`config.mk`:
```
export PLATFORM = sky130hd
export DESIGN_NAME = adc_spi_reader
export DESIGN_NICKNAME = d
export VERILOG_FILES = /design/src/rtl/adc_rd_pkg.sv /design/src/rtl/adc_rd_sync.sv /design/src/rtl/adc_rd_shift.sv /design/src/rtl/adc_rd_pack.sv /design/src/rtl/adc_spi_reader.sv
export SDC_FILE = /design/constraint.sdc
export NUM_CORES = 1
export LEC_CHECK = 0
export BUFFER_PORTS_ARGS = -buffer_cell sky130_fd_sc_hd__buf_2
export CAP_MARGIN = 20
export CORE_MARGIN = 3
export CORE_UTILIZATION = 50
export CTS_CLUSTER_DIAMETER = 60
export DETAILED_ROUTE_END_ITERATION = 10
export PLACE_DENSITY = 0.7
export SLEW_MARGIN = 0
export SYNTH_ARGS = -nofsm -noshare
export SYNTH_HDL_FRONTEND = slang
export SYNTH_SLANG_ARGS = --single-unit
```
`constraint.sdc`:
```
create_clock -name clk -period 3.85 [get_ports clk]
set_clock_uncertainty 0.1 [all_clocks]
set_input_delay 0.77 -clock clk [delete_from_list [all_inputs] [get_ports clk]]
set_output_delay 0.77 -clock clk [all_outputs]
set_load 0.02 [all_outputs]
```
`src/rtl/adc_rd_pkg.sv`:
```
package adc_rd_pkg;
  typedef enum logic [1:0] {
    ST_IDLE  = 2'd0,
    ST_XFER  = 2'd1,
    ST_TRAIL = 2'd2
  } rd_state_t;
endpackage

```
`src/rtl/adc_rd_sync.sv`:
```
// Two-stage synchroniser for the ready pin plus a falling-edge detector.
module adc_rd_sync (
  input  logic clk,
  input  logic rst_n,
  input  logic pin_n,
  output logic fall
);
  logic [2:0] sr_q;
  logic [2:0] sr_d;

  always_comb sr_d = {sr_q[1:0], pin_n};

  always_ff @(posedge clk or negedge rst_n) begin
    if (!rst_n) sr_q <= 3'b111;
    else        sr_q <= sr_d;
  end

  assign fall = sr_q[2] & ~sr_q[1];
endmodule

```
`src/rtl/adc_rd_shift.sv`:
```
// One-byte mode-0 shift engine. A new byte can be accepted in the cycle
// of the final falling edge so that consecutive bytes run without a gap.
module adc_rd_shift #(
  parameter int BYTE_W = 8,
  parameter int DIV_W  = 8
) (
  input  logic              clk,
  input  logic              rst_n,
  input  logic [DIV_W-1:0]  div,
  input  logic              load,
  input  logic [BYTE_W-1:0] tx_byte,
  input  logic              miso,
  output logic              sclk,
  output logic              mosi,
  output logic              last_fall,
  output logic [BYTE_W-1:0] rx_byte
);
  localparam int BIT_CW = (BYTE_W > 1) ? $clog2(BYTE_W) : 1;
  localparam logic [BIT_CW-1:0] LAST_BIT = BIT_CW'(BYTE_W - 1);

  logic              busy_q, busy_d;
  logic              sclk_q, sclk_d;
  logic [DIV_W-1:0]  cnt_q, cnt_d;
  logic [BIT_CW-1:0] bit_q, bit_d;
  logic [BYTE_W-1:0] tx_q, tx_d;
  logic [BYTE_W-1:0] rx_q, rx_d;
  logic              half_end;
  logic              accept;

  assign half_end  = busy_q && (cnt_q == div);
  assign last_fall = half_end && sclk_q && (bit_q == LAST_BIT);
  assign accept    = load && (!busy_q || last_fall);

  always_comb begin
    busy_d = busy_q;
    sclk_d = sclk_q;
    cnt_d  = cnt_q;
    bit_d  = bit_q;
    tx_d   = tx_q;
    rx_d   = rx_q;
    if (busy_q) begin
      if (half_end) begin
        cnt_d = '0;
        if (!sclk_q) begin
          sclk_d = 1'b1;
          rx_d   = {rx_q[BYTE_W-2:0], miso};
        end else begin
          sclk_d = 1'b0;
          if (bit_q == LAST_BIT) begin
            busy_d = 1'b0;
          end else begin
            bit_d = bit_q + 1'b1;
            tx_d  = {tx_q[BYTE_W-2:0], 1'b0};
          end
        end
      end else begin
        cnt_d = cnt_q + 1'b1;
      end
    end
    if (accept) begin
      busy_d = 1'b1;
      sclk_d = 1'b0;
      cnt_d  = '0;
      bit_d  = '0;
      tx_d   = tx_byte;
    end
  end

  always_ff @(posedge clk or negedge rst_n) begin
    if (!rst_n) begin
      busy_q <= 1'b0;
      sclk_q <= 1'b0;
      cnt_q  <= '0;
      bit_q  <= '0;
      tx_q   <= '0;
      rx_q   <= '0;
    end else begin
      busy_q <= busy_d;
      sclk_q <= sclk_d;
      cnt_q  <= cnt_d;
      bit_q  <= bit_d;
      tx_q   <= tx_d;
      rx_q   <= rx_d;
    end
  end

  assign sclk    = sclk_q;
  assign mosi    = tx_q[BYTE_W-1];
  assign rx_byte = rx_q;
endmodule

```
`src/rtl/adc_rd_pack.sv`:
```
// Joins received bytes, first byte most significant, and holds the word
// on a valid/ready output.
module adc_rd_pack #(
  parameter int BYTE_W       = 8,
  parameter int SAMPLE_BYTES = 3
) (
  input  logic                       clk,
  input  logic                       rst_n,
  input  logic                       byte_vld,
  input  logic [BYTE_W-1:0]          byte_in,
  input  logic                       commit,
  input  logic                       out_ready,
  output logic                       out_valid,
  output logic [BYTE_W*SAMPLE_BYTES-1:0] out_data
);
  localparam int SAMPLE_W = BYTE_W * SAMPLE_BYTES;

  logic [SAMPLE_W-1:0] acc_q, acc_d;
  logic [SAMPLE_W-1:0] word_q, word_d;
  logic                vld_q, vld_d;

  generate
    if (SAMPLE_BYTES > 1) begin : g_multi
      always_comb acc_d = byte_vld ? {acc_q[SAMPLE_W-BYTE_W-1:0], byte_in} : acc_q;
    end else begin : g_single
      always_comb acc_d = byte_vld ? byte_in : acc_q;
    end
  endgenerate

  always_comb begin
    word_d = word_q;
    vld_d  = vld_q;
    if (commit) begin
      word_d = acc_q;
      vld_d  = 1'b1;
    end else if (vld_q && out_ready) begin
      vld_d = 1'b0;
    end
  end

  always_ff @(posedge clk or negedge rst_n) begin
    if (!rst_n) begin
      acc_q  <= '0;
      word_q <= '0;
      vld_q  <= 1'b0;
    end else begin
      acc_q  <= acc_d;
      word_q <= word_d;
      vld_q  <= vld_d;
    end
  end

  assign out_valid = vld_q;
  assign out_data  = word_q;
endmodule

```
`src/rtl/adc_spi_reader.sv`:
```
module adc_spi_reader #(
  parameter int DIV_W        = 8,
  parameter int SAMPLE_BYTES = 3,
  parameter int BYTE_W       = 8,
  parameter int SAMPLE_W     = BYTE_W * SAMPLE_BYTES
) (
  input  logic                clk,
  input  logic                rst_n,
  input  logic                adc_rdy_n,
  input  logic [BYTE_W-1:0]   cfg_dummy,
  input  logic [DIV_W-1:0]    cfg_div,
  output logic                sclk,
  output logic                mosi,
  input  logic                miso,
  output logic                cs_n,
  output logic                smp_valid,
  input  logic                smp_ready,
  output logic [SAMPLE_W-1:0] smp_data,
  output logic                overrun
);
  import adc_rd_pkg::*;

  localparam int BCW = (SAMPLE_BYTES > 1) ? $clog2(SAMPLE_BYTES) : 1;
  localparam logic [BCW-1:0] LAST_BYTE = BCW'(SAMPLE_BYTES - 1);

  // reset: asserted asynchronously, released on the clock
  logic [1:0] rst_sr_q;
  logic       rst_int_n;

  always_ff @(posedge clk or negedge rst_n) begin
    if (!rst_n) rst_sr_q <= 2'b00;
    else        rst_sr_q <= {rst_sr_q[0], 1'b1};
  end
  assign rst_int_n = rst_sr_q[1];

  logic              trig;
  logic              load;
  logic              last_fall;
  logic              commit;
  logic [BYTE_W-1:0] rx_byte;

  rd_state_t         state_q, state_d;
  logic [DIV_W-1:0]  cnt_q, cnt_d;
  logic [BCW-1:0]    byte_q, byte_d;
  logic              cs_q, cs_d;
  logic              ovr_q, ovr_d;

  adc_rd_sync u_sync (
    .clk   (clk),
    .rst_n (rst_int_n),
    .pin_n (adc_rdy_n),
    .fall  (trig)
  );

  adc_rd_shift #(.BYTE_W(BYTE_W), .DIV_W(DIV_W)) u_shift (
    .clk       (clk),
    .rst_n     (rst_int_n),
    .div       (cfg_div),
    .load      (load),
    .tx_byte   (cfg_dummy),
    .miso      (miso),
    .sclk      (sclk),
    .mosi      (mosi),
    .last_fall (last_fall),
    .rx_byte   (rx_byte)
  );

  adc_rd_pack #(.BYTE_W(BYTE_W), .SAMPLE_BYTES(SAMPLE_BYTES)) u_pack (
    .clk       (clk),
    .rst_n     (rst_int_n),
    .byte_vld  (last_fall),
    .byte_in   (rx_byte),
    .commit    (commit),
    .out_ready (smp_ready),
    .out_valid (smp_valid),
    .out_data  (smp_data)
  );

  assign commit = (state_q == ST_TRAIL) && (cnt_q == cfg_div);

  always_comb begin
    state_d = state_q;
    cnt_d   = cnt_q;
    byte_d  = byte_q;
    cs_d    = cs_q;
    load    = 1'b0;
    ovr_d   = ovr_q | (trig && ((state_q != ST_IDLE) || smp_valid));
    case (state_q)
      ST_IDLE: begin
        if (trig && !smp_valid) begin
          load    = 1'b1;
          cs_d    = 1'b0;
          byte_d  = '0;
          state_d = ST_XFER;
        end
      end
      ST_XFER: begin
        if (last_fall) begin
          if (byte_q == LAST_BYTE) begin
            cnt_d   = '0;
            state_d = ST_TRAIL;
          end else begin
            load   = 1'b1;
            byte_d = byte_q + 1'b1;
          end
        end
      end
      ST_TRAIL: begin
        if (commit) begin
          cs_d    = 1'b1;
          state_d = ST_IDLE;
        end else begin
          cnt_d = cnt_q + 1'b1;
        end
      end
      default: state_d = ST_IDLE;
    endcase
  end

  always_ff @(posedge clk or negedge rst_int_n) begin
    if (!rst_int_n) begin
      state_q <= ST_IDLE;
      cnt_q   <= '0;
      byte_q  <= '0;
      cs_q    <= 1'b1;
      ovr_q   <= 1'b0;
    end else begin
      state_q <= state_d;
      cnt_q   <= cnt_d;
      byte_q  <= byte_d;
      cs_q    <= cs_d;
      ovr_q   <= ovr_d;
    end
  end

  assign cs_n    = cs_q;
  assign overrun = ovr_q;
endmodule

```
==> flow_summary.toml <==
[power]
ir_drop_v = 0.000255
powerDensity_mw_per_mm2 = 415
switchingPower_uw = 563
intPower_uw = 1420
p_seq_share_pct = 58.2
pwr-share-clk_pct = 31.7
comb_power_share_pct = 10.1
leakage_uw = 0.00241
switching_share_pct = 28.3

[route]
drt.antenna.violating_nets = 0
drcViolationCount = 0
drt_wl_total_um = 7560
vias = 2650
detail_route.wl_per_cell_um = 15.7
vias_per_cell = 5.52
drt_first_pass_iters = 4
drt_iter0_drc = 102

[synth]
syn-num-nets = 342
synthMuxAreaShare_pct = 16.9
synth-edff-count = 0
ys_seq_elements = 97
synthFlopType = "dfrtp_1"
synth_xor_area_share_pct = 4.36
synth_top_family_by_area = "multiplexers"
syn_inst = 316
yosysSeqAreaShare_pct = 57.7
synth_compound_area_share_pct = 6.47
avgSynthCellArea_um2 = 13.3
synth_adder_area_share_pct = 1.48
synth_simple_gate_area_share_pct = 10.9
async_flop_share_pct = 100
yosys_warnings = 0
syn_area_mm2 = 0.00422
synth_cell_types = 50

[timing]
max_slew_margin_pct = 39.4
setup_viol = 0
fin_crit_ns = 2.38
post-route-period-util_pct = 61.8
drv_slew = 0
setup_tns_ns = 0
clock.fmax_ghz = 0.421
rsz0062_at_grt = "false"
hold_violations = 0
tightest_slew_ns = 0.910
whs_ns = 0.0727

[job]
cap_viol_max_count = 0

[cts]
htreeDepth = 3
postCtsSetupRepairBufs = 0
holdBufCountCts = 0
clock-root-buffer = "clkbuf_8"
cts_resized = 0
cts_num_sinks = 97
path_clk_slew_ns = 0.10
clock_latency_ns = 0.36
cts_buffer_depth = 2
tritoncts = "built"
numCtsBuffers = 9

[finish]
fillers = 655
regArea_mm2 = 0.00244
n_antenna_cell = 0
drive_gt1_share_pct = 38.1
final_nets = 399
area_growth_pct = 13.4
multi_input_area_mm2 = 0.00171

[setup_path]
critPathLaunch = "u_shift.bit_q[0]$_DFFE_PN0P_"
cp.arrival_ns = 2.53
r2r_start = "u_shift.bit_q[0]$_DFFE_PN0P_"
cp-start-kind = "register"
worstPathRequired_ns = 4.00
cp.buffers_inverters = 1
path_cells = "ha_1, ha_1, nand4_1, nor3_4, buf_4, a31oi_1, mux2_2"
critPathKind = "register to register"
path_common_cell = "ha_1"
end_kind = "register"
cpMaxStageDelayCell = "a31oi_1"
critical_path.top_delay_family = "compound AO/OA/AOI/OAI gates"
critPathMaxStageDelay_ns = 0.56
critPathMaxFanout = 16

[global_route]
grt_busiest_layer = "met1"
grt_pass1_wl_um = 13100
antenna_found_initial = 0
first_global_vias = 2571
grtUsageMet1_pct = 25.8
grt_max_degree = 74
grt_overflow = 0
grtUsageTotal_pct = 16.9
grtUsageMet3_pct = 2.93
met2_usage_pct = 24.3

[floorplanning]
start_util_pct = 52.9
dieArea_mm2 = 0.00957
ios = 50
die_w_um = 97.8
fp.dieH_um = 97.8
core-area_mm2 = 0.00797
row_count = 32

[place]
gp_congestion = 0.828
portBuffers = 49
dp_hpwl_um = 5380

[status]
status = "finished, final reports clean"

[min_path]
hp-class = "primary input to async pin"
==> worst reg2reg max path, cell delays in order, from the launching register on <==
cell and delay, ns:
dfrtp_1 0.40, ha_1 0.20, ha_1 0.21, nand4_1 0.15
nor3_4 0.04, buf_4 0.20, a31oi_1 0.56, mux2_2 0.40
==> power by group through the flow <==
stage / Clock [uW] / Combinational [uW] / Sequential [uW]
after floorplan: 0 / 150 / 1160
after global placement: 0 / 194 / 1180
after global routing: 694 / 224 / 1170
final: 630 / 201 / 1150
after CTS: 646 / 204 / 1160
after detailed placement: 0 / 203 / 1180
==> cells in the final DEF, fill, tap and decap left out, drive strengths merged, types with 9 or more instances in the layout <==
master	n
buf	54
clkbuf	9
dfrtp	93
inv	9
mux2	59
nand2	12
nor2	13
o21ai	9
xnor2	21
==> path summary, 6_finish.rpt <==
path | endpoint | cells after the start | slack (ns)
max | u_shift.tx_q[0]$_DFFE_PN0P_ | 7 | 1.47
min | rst_sr_q[1]$_DFF_PN0_ | 1 | 0.07
max reg2reg | u_shift.tx_q[0]$_DFFE_PN0P_ | 7 | 1.47
min reg2reg | rst_sr_q[1]$_DFF_PN0_ | 0 | 0.27
max in group asynchronous | cs_n$_DFFE_PN1P_ | 1 | 2.37
min in group clk | rst_sr_q[1]$_DFF_PN0_ | 0 | 0.27
==> per-stage QoR <==
step                      utilization [%]  instances  instance area (um^2)  worst slack, ns  total power, uW
after detailed placement             57.5        464                  4580             1.11             1380
after CTS                            60.0        480                  4780             1.43             2010
final                                60.0        480                  4780             1.47             1990
after global placement               57.5        464                  4580             1.17             1370
after floorplan                         -        316                  4220            0.855             1310
after global routing                 60.0        480                  4780             1.32             2090
==> cells in the mapped netlist, drive strengths merged (5+ instances only) <==
library cell / instances / share of area (%)
and3: 6 / 0.89
ha: 5 / 1.5
mux2: 59 / 16
buf: 7 / 1.3
xnor2: 21 / 4.4
o21ai: 9 / 1.1
nand3: 6 / 0.83
inv: 7 / 0.62
nor2: 13 / 1.2
nor2b: 6 / 0.89
dfrtp: 93 / 55
nand2: 12 / 1.1
nor3: 5 / 0.95
mux2i: 5 / 1.2
and2: 6 / 0.89
nand4: 6 / 1.0
a221o: 6 / 1.4
==> metal layers <==
layer	up-vias	wire length, um
met4	0	109
met1	1337	3850
met2	52	3360
met3	9	236
met5	-	0
li1	1252	-
==> kinds of logic after synthesis <==
logic type               after synthesis
AO/OA/AOI/OAI                         37
XOR/XNOR                              21
adder cells (fa/ha/maj)                5
buffers and inverters                 15
flip-flops                            97
multiplexers                          64
other                                  1
AND/OR/NAND/NOR                       76
==> registers in the layout, summed over array words and instances, names as in the netlist <==
register,flops
u_pack.acc_q,24
u_pack.out_data,24
cnt_q,8
u_shift.cnt_q,8
u_shift.rx_byte,8
u_shift.tx_q,8
u_shift.bit_q,3
u_sync.sr_q,3
byte_q,2
rst_sr_q,2
state_q,2
cs_n,1
overrun,1
u_pack.out_valid,1
u_shift.busy_q,1
u_shift.sclk,1
==> layout make-up <==
cell class / count / area share, %
clock buffers: 9 / 2.59
clock inverters: 7 / 1.49
inverters: 7 / 0.550
multi-input cells: 204 / 35.8
flip-flops and latches: 97 / 51.0
well taps: 102 / 2.67
repair buffers: 54 / 5.92
(Power assumes the default switching activity.)
